$ cat src/rtl/wfi_cg_pkg.sv
package wfi_cg_pkg;

    typedef enum logic [1:0] {
        ST_RUN   = 2'd0,
        ST_GATED = 2'd1,
        ST_WAKE  = 2'd2
    } cg_state_e;

    typedef struct packed {
        cg_state_e state;
        logic      gate;
    } cg_regs_t;

endpackage

$ cat src/rtl/wfi_cg_wake.sv
module wfi_cg_wake #(
    parameter int NUM_IRQ = 7
) (
    input  logic [NUM_IRQ-1:0] irq_vec,
    input  logic               snoop_pend,
    output logic               wake
);
    // Any interrupt source or a pending snoop ends the gated state.
    always_comb begin
        wake = snoop_pend | (|irq_vec);
    end
endmodule

$ cat src/rtl/wfi_cg_fsm.sv
module wfi_cg_fsm
    import wfi_cg_pkg::*;
#(
    parameter bit GATE_EN = 1'b1
) (
    input  logic      clk,
    input  logic      rst_n,
    input  logic      core_wfi,
    input  logic      lp_idle,
    input  logic      wake,
    output cg_state_e state_o,
    output logic      gate_o
);
    cg_regs_t regs_d, regs_q;
    logic     gate_next;

    // The gate flag follows the gated state one cycle later, or is tied off.
    generate
        if (GATE_EN) begin : g_gate
            assign gate_next = (regs_q.state == ST_GATED);
        end else begin : g_nogate
            assign gate_next = 1'b0;
        end
    endgenerate

    always_comb begin
        regs_d      = regs_q;
        regs_d.gate = gate_next;
        unique case (regs_q.state)
            ST_RUN: begin
                if (core_wfi && lp_idle) begin
                    regs_d.state = ST_GATED;
                end
            end
            ST_GATED: begin
                if (wake) begin
                    regs_d.state = ST_WAKE;
                end
            end
            ST_WAKE: begin
                if (!core_wfi) begin
                    regs_d.state = ST_RUN;
                end
            end
            default: regs_d.state = ST_RUN;
        endcase
    end

    always_ff @(posedge clk or negedge rst_n) begin
        if (!rst_n) begin
            regs_q <= '{state: ST_RUN, gate: 1'b0};
        end else begin
            regs_q <= regs_d;
        end
    end

    assign state_o = regs_q.state;
    assign gate_o  = regs_q.gate;
endmodule

$ cat src/rtl/wfi_cg_enable.sv
module wfi_cg_enable (
    input  logic wfi_gate,
    input  logic pd_gate,
    input  logic snoop_pend,
    output logic clk_en
);
    // A pending snoop overrides both gate sources in the same cycle.
    always_comb begin
        clk_en = (!wfi_gate && !pd_gate) || snoop_pend;
    end
endmodule

$ cat src/rtl/wfi_cg_ctrl.sv
module wfi_cg_ctrl
    import wfi_cg_pkg::*;
#(
    parameter int NUM_IRQ = 7,
    parameter bit GATE_EN = 1'b1
) (
    input  logic               clk,
    input  logic               rst_n,
    input  logic               core_wfi_i,
    input  logic               lp_idle_i,
    input  logic               snoop_pend_i,
    input  logic [NUM_IRQ-1:0] irq_vec_i,
    input  logic               pd_gate_i,
    output logic               clk_en_o
);
    logic      wake;
    cg_state_e st_q;
    logic      gate_q;

    wfi_cg_wake #(.NUM_IRQ(NUM_IRQ)) u_wake (
        .irq_vec    (irq_vec_i),
        .snoop_pend (snoop_pend_i),
        .wake       (wake)
    );

    wfi_cg_fsm #(.GATE_EN(GATE_EN)) u_fsm (
        .clk      (clk),
        .rst_n    (rst_n),
        .core_wfi (core_wfi_i),
        .lp_idle  (lp_idle_i),
        .wake     (wake),
        .state_o  (st_q),
        .gate_o   (gate_q)
    );

    wfi_cg_enable u_en (
        .wfi_gate   (gate_q),
        .pd_gate    (pd_gate_i),
        .snoop_pend (snoop_pend_i),
        .clk_en     (clk_en_o)
    );
endmodule

$ cat config.mk
export PLATFORM = sky130hd
export DESIGN_NAME = wfi_cg_ctrl
export DESIGN_NICKNAME = d
export VERILOG_FILES = /design/src/rtl/wfi_cg_pkg.sv /design/src/rtl/wfi_cg_wake.sv /design/src/rtl/wfi_cg_fsm.sv /design/src/rtl/wfi_cg_enable.sv /design/src/rtl/wfi_cg_ctrl.sv
export SDC_FILE = /design/constraint.sdc
export NUM_CORES = 1
export LEC_CHECK = 0
export ABC_AREA = 1
export ABC_CLOCK_PERIOD_IN_PS = 800
export BUFFER_PORTS_ARGS = -buffer_cell sky130_fd_sc_hd__buf_4
export CORE_AREA = 2 2 39 41
export CTS_CLUSTER_DIAMETER = 100
export DETAILED_ROUTE_END_ITERATION = 12
export DIE_AREA = 0 0 41 43
export GPL_TIMING_DRIVEN = 1
export PLACE_DENSITY_LB_ADDON = 0.05
export SYNTH_ARGS = -nofsm -noshare
export SYNTH_HDL_FRONTEND = slang
export SYNTH_SLANG_ARGS = --single-unit
$ cat constraint.sdc
create_clock -name clk -period 0.8 [get_ports clk]
set_input_delay 0.16 -clock clk [delete_from_list [all_inputs] [get_ports clk]]
set_output_delay 0.16 -clock clk [all_outputs]
set_load 0.02 [all_outputs]
* Yosys cells after proc, flatten, opt, wreduce, memory -nomap -nowiden
Index checks and enable logic that the tools add are counted.
** Word-level totals
- Register bits :: 3
- Latch bits :: 0
- RAM bits :: 0
- Memory bits (read-only) :: 0
- Bits of input ports :: 13
- Memories kept :: 0
** Cells by class
- $add $sub $neg :: 0
- $mul :: 0
- Divide/modulo/power cells :: 0
- $lt $le $gt $ge :: 0
- Equality and inequality tests :: 5
- Shifts and indexed selects :: 0
- Mux-type cells :: 4
- Bitwise operators :: 1
- Reduce and logical (&&, ||, !) cells :: 8
** Operators by type and width (count)
- 7-bit OR reduction :: 1
- 2-bit two-way mux :: 3
- 2-bit case mux with 3 select lines :: 1
- 2-bit by 1-bit inequality test with 1-bit output, second input constant :: 2
- 3-bit AND reduction :: 1
- 2-bit by 1-bit equality test with 1-bit output, second input constant :: 1
- 2-bit equality test, second input constant :: 1
- 1-bit logical AND :: 2
- 1-bit logical NOT :: 2
- 2-bit logical NOT :: 1
- 2-bit inequality test, second input constant :: 1
- 1-bit logical OR :: 1
- 1-bit OR :: 1

* Logic depth before layout (Yosys ltp)
Gate-level depths: netlist of run 1.
- Depth in word-level cells :: 4
- Mapped depth :: 6

* Cells and area by module
From an unflattened synthesis of run 1, not the netlist that was laid out.
** Unflattened totals
- Cells, all modules :: 32
- Area, all modules :: 196.4 µm²
** By module, submodules not included
- wfi_cg_fsm :: instances 1, cells each 15, area each 127.6 µm²
- wfi_cg_wake :: instances 1, cells each 15, area each 56.3 µm²
- wfi_cg_enable :: instances 1, cells each 2, area each 12.5 µm²

* Least setup slack after synthesis of run 1
OpenSTA, ideal clock, no wires.
- Path kind :: reg2reg
- Start :: reg u_fsm.regs_q[2] (netlist: u_fsm.state_o[1])
- End :: reg u_fsm.regs_q[2] (netlist: u_fsm.state_o[1])
- Data arrival time :: 0.738 ns
- Required time :: 0.683 ns
- Slack :: -0.055 ns
- Cell stages (with the launch flop) :: 7
- Path buffers :: 0
- Period minus slack after synthesis :: 0.855 ns
- Cells stage by stage :: dfrtp_1 inv_1 nand2_1 nor2_1 nand2_1 nand3_1 nand2_1
** Between the ends
- Word-level cells in the longest chain between the ends :: 3
- Elaborated cells between the ends (all ways) :: 8
- Classes of those cells :: eq/ne (5); mux (1); reduce/logical (2)
** RTL lines
- start: declaration :: line wfi_cg_fsm.sv:14 : cg_regs_t regs_d, regs_q;
- start signal: assignment :: line wfi_cg_fsm.sv:51 : regs_q <= '{state: ST_RUN, gate: 1'b0};
- start signal: assignment :: line wfi_cg_fsm.sv:53 : regs_q <= regs_d;
- 2-bit by 1-bit equality test with 1-bit output (tied with other cells) :: line wfi_cg_fsm.sv:29 : unique case (regs_q.state)
- 2-bit by 1-bit inequality test with 1-bit output (no line) / 2-bit inequality test (equally long branches)
- 3-bit AND reduction (no line)
Several ways; a longest one is shown, not always the timed one.
A chain may end at the register's enable or synchronous reset.

* Worst setup path in the final report of run 1
- Start :: reg u_fsm.regs_q[0] (netlist: u_fsm.gate_o)
- End :: out clk_en_o
** Between the ends
- Word-level cells in the longest chain between the ends :: 3
** RTL lines
- 1-bit logical NOT :: line wfi_cg_enable.sv:9 : clk_en = (!wfi_gate && !pd_gate) || snoop_pend;
- 1-bit logical AND :: line wfi_cg_enable.sv:9
- 1-bit logical OR :: line wfi_cg_enable.sv:9
- end: declaration :: line wfi_cg_ctrl.sv:14 : output logic clk_en_o
Every way passes these cells.

==> out/results.ini, run 1 <==
[clock_tree]
cts-buffers-inserted=3
cts_root_buffer=clkbuf_4
h-tree-depth=1
clockBufferDepth=2
cts.sinks=3
path_clk_slew_ns=0.04
clock_latency_ns=0.23
cts_tree=built

[floorplan]
start_util_pct=11.7
dieArea_mm2=0.00176
io_pins=14
die-height_um=43
fp.dieW_um=41
core_mm2=0.00138
num_rows=14

[place]
port_buffers=13
gp_congestion=0.730
placed_area_um2=313

[routing]
ant_nets=0
wl_um=454
first_pass_iters=4
via_count=219
drt_iter0_markers=6
drc_errors=0
vias_per_cell=3.53
wl_per_cell_um=7.32

[critical_path]
crit_slowest_cell=dfrtp_1
crit_path_end_kind=primary output
critPathLaunchType=flip-flop
cp.arrival_ns=0.84
cp.buffers_inverters=1
crit_type=reg2out
slowest_delay_ns=0.36
rrSetupSlack_ns=-0.07
cp_top_family=flip-flops
cp_cell_sequence=o21bai_2 -> buf_6
crit_fanout=1
required_ns=0.64

[global_route]
grt_max_degree=4
grt_pass1_wl_um=662
grt_overflow=0
grt_usage_pct=6.45
grt_pass1_vias=184
antenna_found_initial=0

[timing]
grt_setup_unrepaired=yes
fin_ws_ns=-0.202
fin_worst_skew_ns=0.00340
finalSetupViolCount=2
worst_slew_pin_slew_ns=0.115
finalHoldViolCount=0
fin_crit_ns=1.00
max_slew_margin_pct=92.3
max_freq_ghz=0.998
period_share_pct=125
finalMaxSlewViolations=0
worst_hold_slack_ns=0.181

[logic_synthesis]
synth_fa_ha_area_share_pct=0
syn_nets=36
synth_area_um2=161
synth-edff-count=0
yosysMostFrequentCell=nand2_1
ys.flop_type=dfrtp_1
synthXorXnorAreaFrac_pct=0
syn_area_per_cell_um2=7.02
yosysSeqAreaShare_pct=46.5
synth_area_leaders=dfrtp_1, nand2_1, inv_1, nor2_1, nand3_1
synthArstFlopShare_pct=100
yosys.area.top_type=dfrtp_1
synth_top_family_by_area=simple AND/OR/NAND/NOR gates
ys_seq_elements=3
synth.distinct_cells=8
netlist_instances=23
synth_commonest_cells=nand2_1, inv_1, nor2_1
yosysWarningCount=0
synthMuxAreaShare_pct=0
yosys.area_share.simple_pct=37.2
yosys.area.top_type_share_pct=46.5
synth_compound_area_share_pct=4.65

[outcome]
violations=setup timing
status=complete, but fails checks

[power]
power.leakage_nw=0.202
vdd_ir_drop_max_uv=1080
powerDensity_mw_per_mm2=1630
total_power_mw=0.590

[layout]
area_growth_syn_to_layout_pct=125
final_nets=60
antennaDiodeCount=0
fin_area_um2=363
drive_gt1_share_pct=54.3
final_core_util_pct=26.2

[hold_path]
hp-class=in2reg

[run]
cap_violations=0

power breakdown:
group / switching, mW / internal (mW) / total [mW] / leakage, nW
sequential: 0.0101 / 0.169 / 0.179 / 0.0398
clock: 0.0733 / 0.186 / 0.260 / 0.0150
combinational: 0.0510 / 0.101 / 0.152 / 0.147
cell usage in the layout, fill, tap and decap left out:
| cell | Yosys | final |
|---|---|---|
| buf_4 | 0 | 17 |
| buf_6 | 0 | 1 |
| clkbuf_1 | 0 | 1 |
| clkbuf_4 | 0 | 3 |
| dfrtp_1 | 3 | 3 |
| dlygate4sd3_1 | 0 | 1 |
| inv_1 | 5 | 3 |
| inv_2 | 0 | 2 |
| nand2_1 | 6 | 5 |
| nand2_2 | 0 | 1 |
| nand3_1 | 2 | 2 |
| nand4_1 | 1 | 1 |
| nor2_1 | 4 | 4 |
| o21bai_2 | 0 | 1 |
| or2_0 | 1 | 1 |
worst reg2reg max path, cell delays in order (launching register included):
cell and delay (ns):
dfrtp_1 0.38, inv_2 0.07, nand2_2 0.05, nor2_1 0.08
nand2_1 0.07, nand3_1 0.07, nand2_1 0.05
area by class of cell:
type	count	area, µm²
fill	166	1020
timing repair buffer	19	149
sequential	3	75.1
multi-input combinational	15	73.8
clock buffer	4	26.3
tap	16	20.0
inverter	5	18.8
per-stage QoR:
stage	setup TNS [ns]	cells	setup WS, ns
after floorplan	-0.0268	23	-0.0268
after global placement	-0.153	56	-0.133
after detailed placement	-0.130	56	-0.117
after CTS	-0.296	61	-0.212
after global routing	-0.408	62	-0.252
final	-0.271	62	-0.202
worst paths after layout:
kind	from	end	cells after the start
max in group asynchronous	rst_n	u_fsm.state_o[1]	2
worst max-delay path	u_fsm.gate_o	clk_en_o	2
worst min register to register	u_fsm.state_o[1]	u_fsm.gate_o	4
worst min-delay path	core_wfi_i	u_fsm.state_o[1]	3
min in group asynchronous	rst_n	u_fsm.gate_o	2
worst max register to register	u_fsm.state_o[1]	u_fsm.state_o[1]	6
sequential cells by signal (all words and copies together) (netlist names):
| register | count |
|---|---|
| u_fsm.state_o | 2 |
| u_fsm.gate_o | 1 |
cell families after synthesis:
family / after synthesis
AOI/OAI and AO/OA: 1
buffers and inverters: 5
DFF: 3
and+or+nand+nor: 14
layer usage:
metal	vias up	GRT usage, %	wire length [µm]
met2	8	8.44	218
met5	-	0	0
met4	0	4.00	0
met1	96	5.19	185
li1	115	-	-
met3	0	7.85	50
repair_timing:
| action | in CTS | in global routing |
|---|---|---|
| resized for setup | 1 | 2 |
| pin swaps | 0 | 2 |
| hold endpoints to repair | 3 | 0 |
| hold buffers | 1 | 0 |
| cloned | 0 | 0 |
| endpoints found under the setup margin | 2 | 3 |
| buffers inserted | 0 | 1 |
Note: power is estimated with default switching activity, not from simulation.
==> run 2, diff against run 1 <==
--- a/config.mk
+++ b/config.mk
@@ -5,7 +5,6 @@
 export SDC_FILE = /design/constraint.sdc
 export NUM_CORES = 1
 export LEC_CHECK = 0
-export ABC_AREA = 1
 export ABC_CLOCK_PERIOD_IN_PS = 800
 export BUFFER_PORTS_ARGS = -buffer_cell sky130_fd_sc_hd__buf_4
 export CORE_AREA = 2 2 39 41
@@ -14,6 +13,7 @@
 export DIE_AREA = 0 0 41 43
 export GPL_TIMING_DRIVEN = 1
 export PLACE_DENSITY_LB_ADDON = 0.05
+export SLEW_MARGIN = 20
 export SYNTH_ARGS = -nofsm -noshare
 export SYNTH_HDL_FRONTEND = slang
 export SYNTH_SLANG_ARGS = --single-unit
==> run 2 against run 1 <==
Net effect:
- the run still ends with setup timing left
- cell count decreased by 24%
- clock skew is essentially flat
- count of clock-buffer cells in the layout did not move
- critical endpoint unchanged
- final area shrank 7.2%
- highest routed layer is now met4
- worst setup slack better by 0.00051 ns
==> out/results.ini, run 2 <==
[layout]
fillCellCount=153  ; was 166
regArea_um2=75.1  ; unchanged
final_common_cell=buf_4  ; unchanged
area_growth_syn_to_layout_pct=138  ; was 125%
multi_input_area_um2=92.6  ; was 73.8 µm²
largest_reg_flops=2  ; unchanged
final_nets=45  ; was 60
final_core_util_pct=24.3  ; was 26.2%
antennaDiodeCount=0  ; unchanged
most-common-layout-cells=buf_4, buf_6, clkbuf_4, dfrtp_1, or4_4  ; was buf_4, nand2_1, nor2_1
final_cells=47  ; was 62
drive_gt1_share_pct=71.0  ; was 54.3%

[critical_path]
critPathLaunchType=flip-flop  ; unchanged
r2r_cells=2  ; was 6
cp.buffers_inverters=1  ; unchanged
cp_top_family=flip-flops  ; unchanged
crit_slowest_cell=dfrtp_1  ; unchanged
crit_fanout=1  ; unchanged
slowest_delay_ns=0.36  ; about the same
crit_type=reg2out  ; unchanged
r2r_end=u_fsm.state_o[0]  ; was u_fsm.state_o[1]
timing.rr.start=u_fsm.state_o[0]  ; was u_fsm.state_o[1]
crit_path_end_kind=primary output  ; unchanged
cp_cell_sequence=o21bai_2 -> buf_6  ; unchanged
required_ns=0.64  ; about the same
cp.arrival_ns=0.84  ; about the same
rrSetupSlack_ns=-0.06  ; was -0.07 ns

[place]
preCtsSetupSlack_ns=-0.333  ; was -0.117 ns
port_buffers=13  ; unchanged
gp_congestion=0.657  ; was 0.730
dp_hpwl_um=368
place_inst=42  ; was 56

[floorplan]
die-height_um=43  ; unchanged
num_rows=14  ; unchanged
fp.dieW_um=41  ; unchanged
dieArea_mm2=0.00176  ; unchanged
io_pins=14  ; unchanged
start_util_pct=10.2  ; was 11.7%
core_mm2=0.00138  ; unchanged

[clock_tree]
clock_latency_ns=0.23  ; about the same
h-tree-depth=1  ; unchanged
cts-buffers-inserted=3  ; unchanged
cts.sinks=3  ; unchanged
cts_tree=built  ; unchanged
cts_root_buffer=clkbuf_4  ; unchanged
path_clk_slew_ns=0.04  ; about the same
clockBufferDepth=2  ; unchanged
postCtsSetupBuffers=0  ; unchanged

[routing]
drt_iter0_markers=0  ; was 6
vias_per_cell=3.70  ; was 3.53
wl_per_cell_um=9.64  ; was 7.32 µm
ant_nets=0  ; unchanged
drc_errors=0  ; unchanged
wl_um=453  ; was 454 µm
via_count=174  ; was 219
first_pass_iters=1  ; was 4

[logic_synthesis]
syn_nets=26  ; was 36
syn_area_per_cell_um2=10.9  ; was 7.02 µm²
synth_area_leaders=dfrtp_1, or4_4, a32o_1, nand3b_1, nor2_1  ; was dfrtp_1, nand2_1, inv_1, nor2_1, nand3_1
yosys.area.top_type_share_pct=53.1  ; was 46.5%
synth_commonest_cells=dfrtp_1, nor2_1  ; was nand2_1, inv_1, nor2_1
synthMuxAreaShare_pct=0  ; unchanged
yosysWarningCount=0  ; unchanged
yosys.area_share.simple_pct=31.0  ; was 37.2%
yosysSeqAreaShare_pct=53.1  ; was 46.5%
synth-edff-count=0  ; unchanged
ys_seq_elements=3  ; unchanged
netlist_instances=13  ; was 23
yosys.area.top_type=dfrtp_1  ; unchanged
synth_fa_ha_area_share_pct=0  ; unchanged
yosysMostFrequentCell=dfrtp_1  ; was nand2_1
synthXorXnorAreaFrac_pct=0  ; unchanged
synth_compound_area_share_pct=15.9  ; was 4.65%
ys.flop_type=dfrtp_1  ; unchanged
synth_top_family_by_area=simple AND/OR/NAND/NOR gates  ; unchanged
synth_area_um2=141  ; was 161 µm²
synth.distinct_cells=10  ; was 8
synthArstFlopShare_pct=100  ; unchanged

[global_route]
grt_max_degree=4  ; unchanged
grt_usage_pct=7.94  ; was 6.45%
grt_pass1_vias=197  ; was 184
antenna_found_initial=0  ; unchanged
grt_overflow=0  ; unchanged
grt_pass1_wl_um=793  ; was 662 µm

[hold_path]
hold_start=core_wfi_i  ; unchanged
hp-class=in2reg  ; unchanged
timing.hold.worst_endpoint=u_fsm.state_o[1]  ; unchanged
min_delay_path_depth=3  ; unchanged

[timing]
fin_crit_ns=1.00  ; about the same
fin_worst_skew_ns=0.00352  ; was 0.00340 ns
finalSetupViolCount=3  ; was 2
grt_setup_unrepaired=yes  ; unchanged
fin_ws_ns=-0.202  ; about the same
finalMaxSlewViolations=0  ; unchanged
period_share_pct=125  ; about the same
max_freq_ghz=0.998  ; about the same
worst_hold_slack_ns=0.167  ; was 0.181 ns
finalHoldViolCount=0  ; unchanged
worst_slew_pin_slew_ns=0.155  ; was 0.115 ns
max_slew_margin_pct=89.6  ; was 92.3%

[power]
total_power_mw=0.559  ; was 0.590 mW
power.leakage_nw=0.152  ; was 0.202 nW
vdd_ir_drop_max_uv=457  ; was 1080 µV
powerDensity_mw_per_mm2=1660  ; was 1630 mW/mm²

[outcome]
violations=setup timing  ; unchanged
status=complete, but fails checks  ; unchanged

[run]
cap_violations=0  ; unchanged

==> run 2: changes by cell type after synthesis, sizes merged <==
cell,previous run,this run
inv,5,0
nand2,6,1
nand3,2,0
nor2,4,2
or4,0,2
a32o,0,1
nand3b,0,1
nand4,1,0
nor2b,0,1
o21ai,0,1
or2,1,0
==> run 2: cell families (layout without fill, tap and decap cells) <==
kind of cell | count (synthesis) | count (layout)
AOI/OAI and AO/OA | 3 | 3
buffers and inverters | 0 | 18
DFF | 3 | 3
and+or+nand+nor | 7 | 7
==> run 2: how the worst max path moves through the flow <==
stage	from	endpoint	cells after the start
after floorplan	irq_vec_i[3]	u_fsm.state_o[1]	3
after global placement	irq_vec_i[3]	u_fsm.state_o[1]	4
after detailed placement	irq_vec_i[6]	u_fsm.state_o[0]	4
after CTS	u_fsm.gate_o	clk_en_o	2
after global routing	u_fsm.gate_o	clk_en_o	2
final	u_fsm.gate_o	clk_en_o	2
==> run 2: worst min-delay path, delay by kind of cell <==
family,cells,cell delay [ns]
AND/OR/NAND/NOR,2,0.12
buffers and inverters,1,0.08
==> run 2: timing repair <==
action                     in CTS  in global routing
hold buffers                    1                  0
pin swaps                       3                  0
hold endpoints to repair        3                  0
setup endpoints to repair       3                  3
gates resized for setup         7                  2
==> run 2: report_power, final <==
part           internal [mW]  leakage, nW  switching (mW)
Sequential             0.169       0.0398          0.0147
Clock                  0.187       0.0150          0.0788
Combinational         0.0759       0.0974          0.0342
==> run 2: routing by layer <==
| layer | global-route usage (%) | vias to the layer above | part of all wire [%] |
|---|---|---|---|
| li1 | - | 85 | - |
| met1 | 8.39 | 77 | 35 |
| met2 | 9.06 | 10 | 52 |
| met3 | 1.57 | 2 | 7.7 |
| met4 | 14.0 | 0 | 5.3 |
| met5 | 0 | - | 0 |
==> run 2: cell type report <==
cell class,instances,share of cell area [%]
sequential,3,22.3
clock buffer,4,7.81
tap,16,5.95
multi-input combinational,10,27.5
timing repair buffer,14,36.4
==> run 2: through the flow <==
| stage | instance area (µm²) | setup TNS (ns) |
|---|---|---|
| 6_report | 337 | -0.364 |
| 5_1_grt | 337 | -0.456 |
| 4_1_cts | 328 | -0.349 |
| 3_5_place_dp | 267 | -0.665 |
| 3_3_place_gp | 267 | -0.688 |
| 2_1_floorplan | 149 | -0.333 |
==> run 3, diff against run 2 <==
--- a/config.mk
+++ b/config.mk
@@ -17,3 +17,4 @@
 export SYNTH_ARGS = -nofsm -noshare
 export SYNTH_HDL_FRONTEND = slang
 export SYNTH_SLANG_ARGS = --single-unit
+export TNS_END_PERCENT = 30
==> run 3 against run 2 <==
Net effect:
- the flow still finishes with violations (setup timing)
- via count fell by 1.1%
- sequential cell count did not move
- clock skew fell by 0.0016 ns
- total power fell by 2.7%
- worst hold slack got worse by 0.0024 ns
- clock power rose by 2%
- combinational power fell by 14%
- cell count did not move
- utilization fell by 2.3 points
- sequential share of layout area rose by 2.3 points
- count of clock-buffer cells in the layout did not move
- final area fell by 9.3%
- highest routed layer unchanged
==> out/results.ini, run 3 (synthesized netlist as in run 2, its figures left out) <==
[critical_path]
crit_path_end=clk_en_o  ; unchanged
required_ns=0.64  ; about the same
r2r_cells=2  ; unchanged
crit_fanout=1  ; unchanged
setup.worst_path.start=u_fsm.gate_o  ; unchanged
timing.rr.start=u_fsm.state_o[0]  ; unchanged
r2r_end=u_fsm.state_o[0]  ; unchanged
crit_type=reg2out  ; unchanged
cp.arrival_ns=0.86  ; was 0.84 ns
crit_path_end_kind=primary output  ; unchanged
critPathLaunchType=flip-flop  ; unchanged
rrSetupSlack_ns=-0.06  ; about the same

[timing]
max_freq_ghz=0.978  ; was 0.998 GHz
finalSetupViolCount=3  ; unchanged
fin_worst_skew_ns=0.00188  ; was 0.00352 ns
worst_slew_pin_slew_ns=0.233  ; was 0.155 ns
period_share_pct=128  ; was 125%
max_slew_margin_pct=84.4  ; was 89.6%
finalMaxSlewViolations=0  ; unchanged
grt_setup_unrepaired=yes  ; unchanged
fin_ws_ns=-0.223  ; was -0.202 ns
fin_crit_ns=1.02  ; was 1.00 ns
finalHoldViolCount=0  ; unchanged

[global_route]
grt_overflow=0  ; unchanged
grt_max_degree=4  ; unchanged
grt_pass1_wl_um=690  ; was 793 µm
grt_pass1_vias=175  ; was 197
grt_usage_pct=6.94  ; was 7.94%
antenna_found_initial=0  ; unchanged

[routing]
via_count=172  ; was 174
drc_errors=0  ; unchanged
drt_iter0_markers=2  ; was 0
ant_nets=0  ; unchanged
vias_per_cell=3.66  ; was 3.70
wl_um=421  ; was 453 µm
wl_per_cell_um=8.96  ; was 9.64 µm
first_pass_iters=2  ; was 1

[place]
place_inst=42  ; unchanged
port_buffers=13  ; unchanged
dp_hpwl_um=349  ; was 368 µm
preCtsSetupSlack_ns=-0.346  ; was -0.333 ns
gp_congestion=0.659  ; was 0.657

[clock_tree]
cts-buffers-inserted=3  ; unchanged
clockBufferDepth=2  ; unchanged
cts_root_buffer=clkbuf_4  ; unchanged
cts_tree=built  ; unchanged
h-tree-depth=1  ; unchanged
clock_latency_ns=0.23  ; about the same
cts.sinks=3  ; unchanged
path_clk_slew_ns=0.04  ; about the same

[run]
cap_violations=0  ; unchanged

[floorplan]
io_pins=14  ; unchanged
die-height_um=43  ; unchanged
start_util_pct=10.2  ; unchanged
core_mm2=0.00138  ; unchanged
dieArea_mm2=0.00176  ; unchanged
num_rows=14  ; unchanged
fp.dieW_um=41  ; unchanged

[outcome]
status=complete, but fails checks  ; unchanged
violations=setup timing  ; unchanged

[layout]
final_cells=47  ; unchanged
drive_gt1_share_pct=64.5  ; was 71.0%
final_common_cell=buf_4  ; unchanged
antennaDiodeCount=0  ; unchanged
largest_reg_flops=2  ; unchanged
final_nets=45  ; unchanged
final_core_util_pct=22.1  ; was 24.3%
area_growth_syn_to_layout_pct=116  ; was 138%
most-common-layout-cells=buf_4, clkbuf_4, dfrtp_1  ; was buf_4, buf_6, clkbuf_4, dfrtp_1, or4_4

[power]
vdd_ir_drop_max_uv=565  ; was 457 µV
power.leakage_nw=0.145  ; was 0.152 nW
powerDensity_mw_per_mm2=1780  ; was 1660 mW/mm²

[hold_path]
hp-class=in2reg  ; unchanged

-- run 3: cell counts in the layout (fill, tap and decap cells not counted) --
Identical to the previous run, type by type.
-- run 3: stage by stage --
| step | setup TNS, ns | total power, mW | area (µm²) | hold slack, ns |
|---|---|---|---|---|
| CTS | -0.394 | 0.565 | 303 | 0.154 |
| finish | -0.388 | 0.544 | 305 | 0.165 |
| detailed placement | -0.686 | 0.270 | 263 | -0.0471 |
| floorplan | -0.371 | 0.210 | 145 | -0.136 |
| global route | -0.487 | 0.580 | 305 | 0.173 |
| global placement | -0.682 | 0.270 | 263 | -0.0488 |
-- run 3: how the worst min path moves through the flow --
stage          cells after the start  startpoint                to
3_5_place_dp                       1       rst_n      u_fsm.gate_o
4_1_cts                            3  core_wfi_i  u_fsm.state_o[1]
2_1_floorplan                      0       rst_n      u_fsm.gate_o
5_1_grt                            3  core_wfi_i  u_fsm.state_o[1]
3_3_place_gp                       1       rst_n      u_fsm.gate_o
6_report                           3  core_wfi_i  u_fsm.state_o[1]
-- run 3: timing repair --
item | 4_1_cts | 5_1_grt
buffers inserted | 0 | 0
endpoints found under the hold margin | 3 | 0
pin swaps | 0 | 0
setup endpoints to repair | 3 | 3
resized for setup | 1 | 1
hold buffers | 1 | 0
-- run 3: cell type report --
type	count	area (µm²)
clock buffers	4	26.3
fillers	160	1080
multi-input cells	10	76.3
flip-flops and latches	3	75.1
well taps	16	20.0
repair buffers	14	108
-- run 3: worst max-delay path, stage by stage, from the launching register on --
cell and delay, ns:
dfrtp_1 0.36, o21bai_1 0.12, buf_4 0.15
-- run 3: per-layer routing --
metal	global-route usage [%]	vias up	routed length [µm]	part of all wire, %
met5	0	-	0	0
met4	14.0	0	27	6.4
met3	1.57	2	27	6.4
met2	7.50	9	201	48
met1	6.80	76	164	39
li1	-	85	-	-
-- run 3: report_power, final --
group / switching [mW] / internal (mW) / leakage (nW)
sequential: 0.00950 / 0.168 / 0.0398
combinational: 0.0312 / 0.0630 / 0.0903
clock: 0.0844 / 0.187 / 0.0150
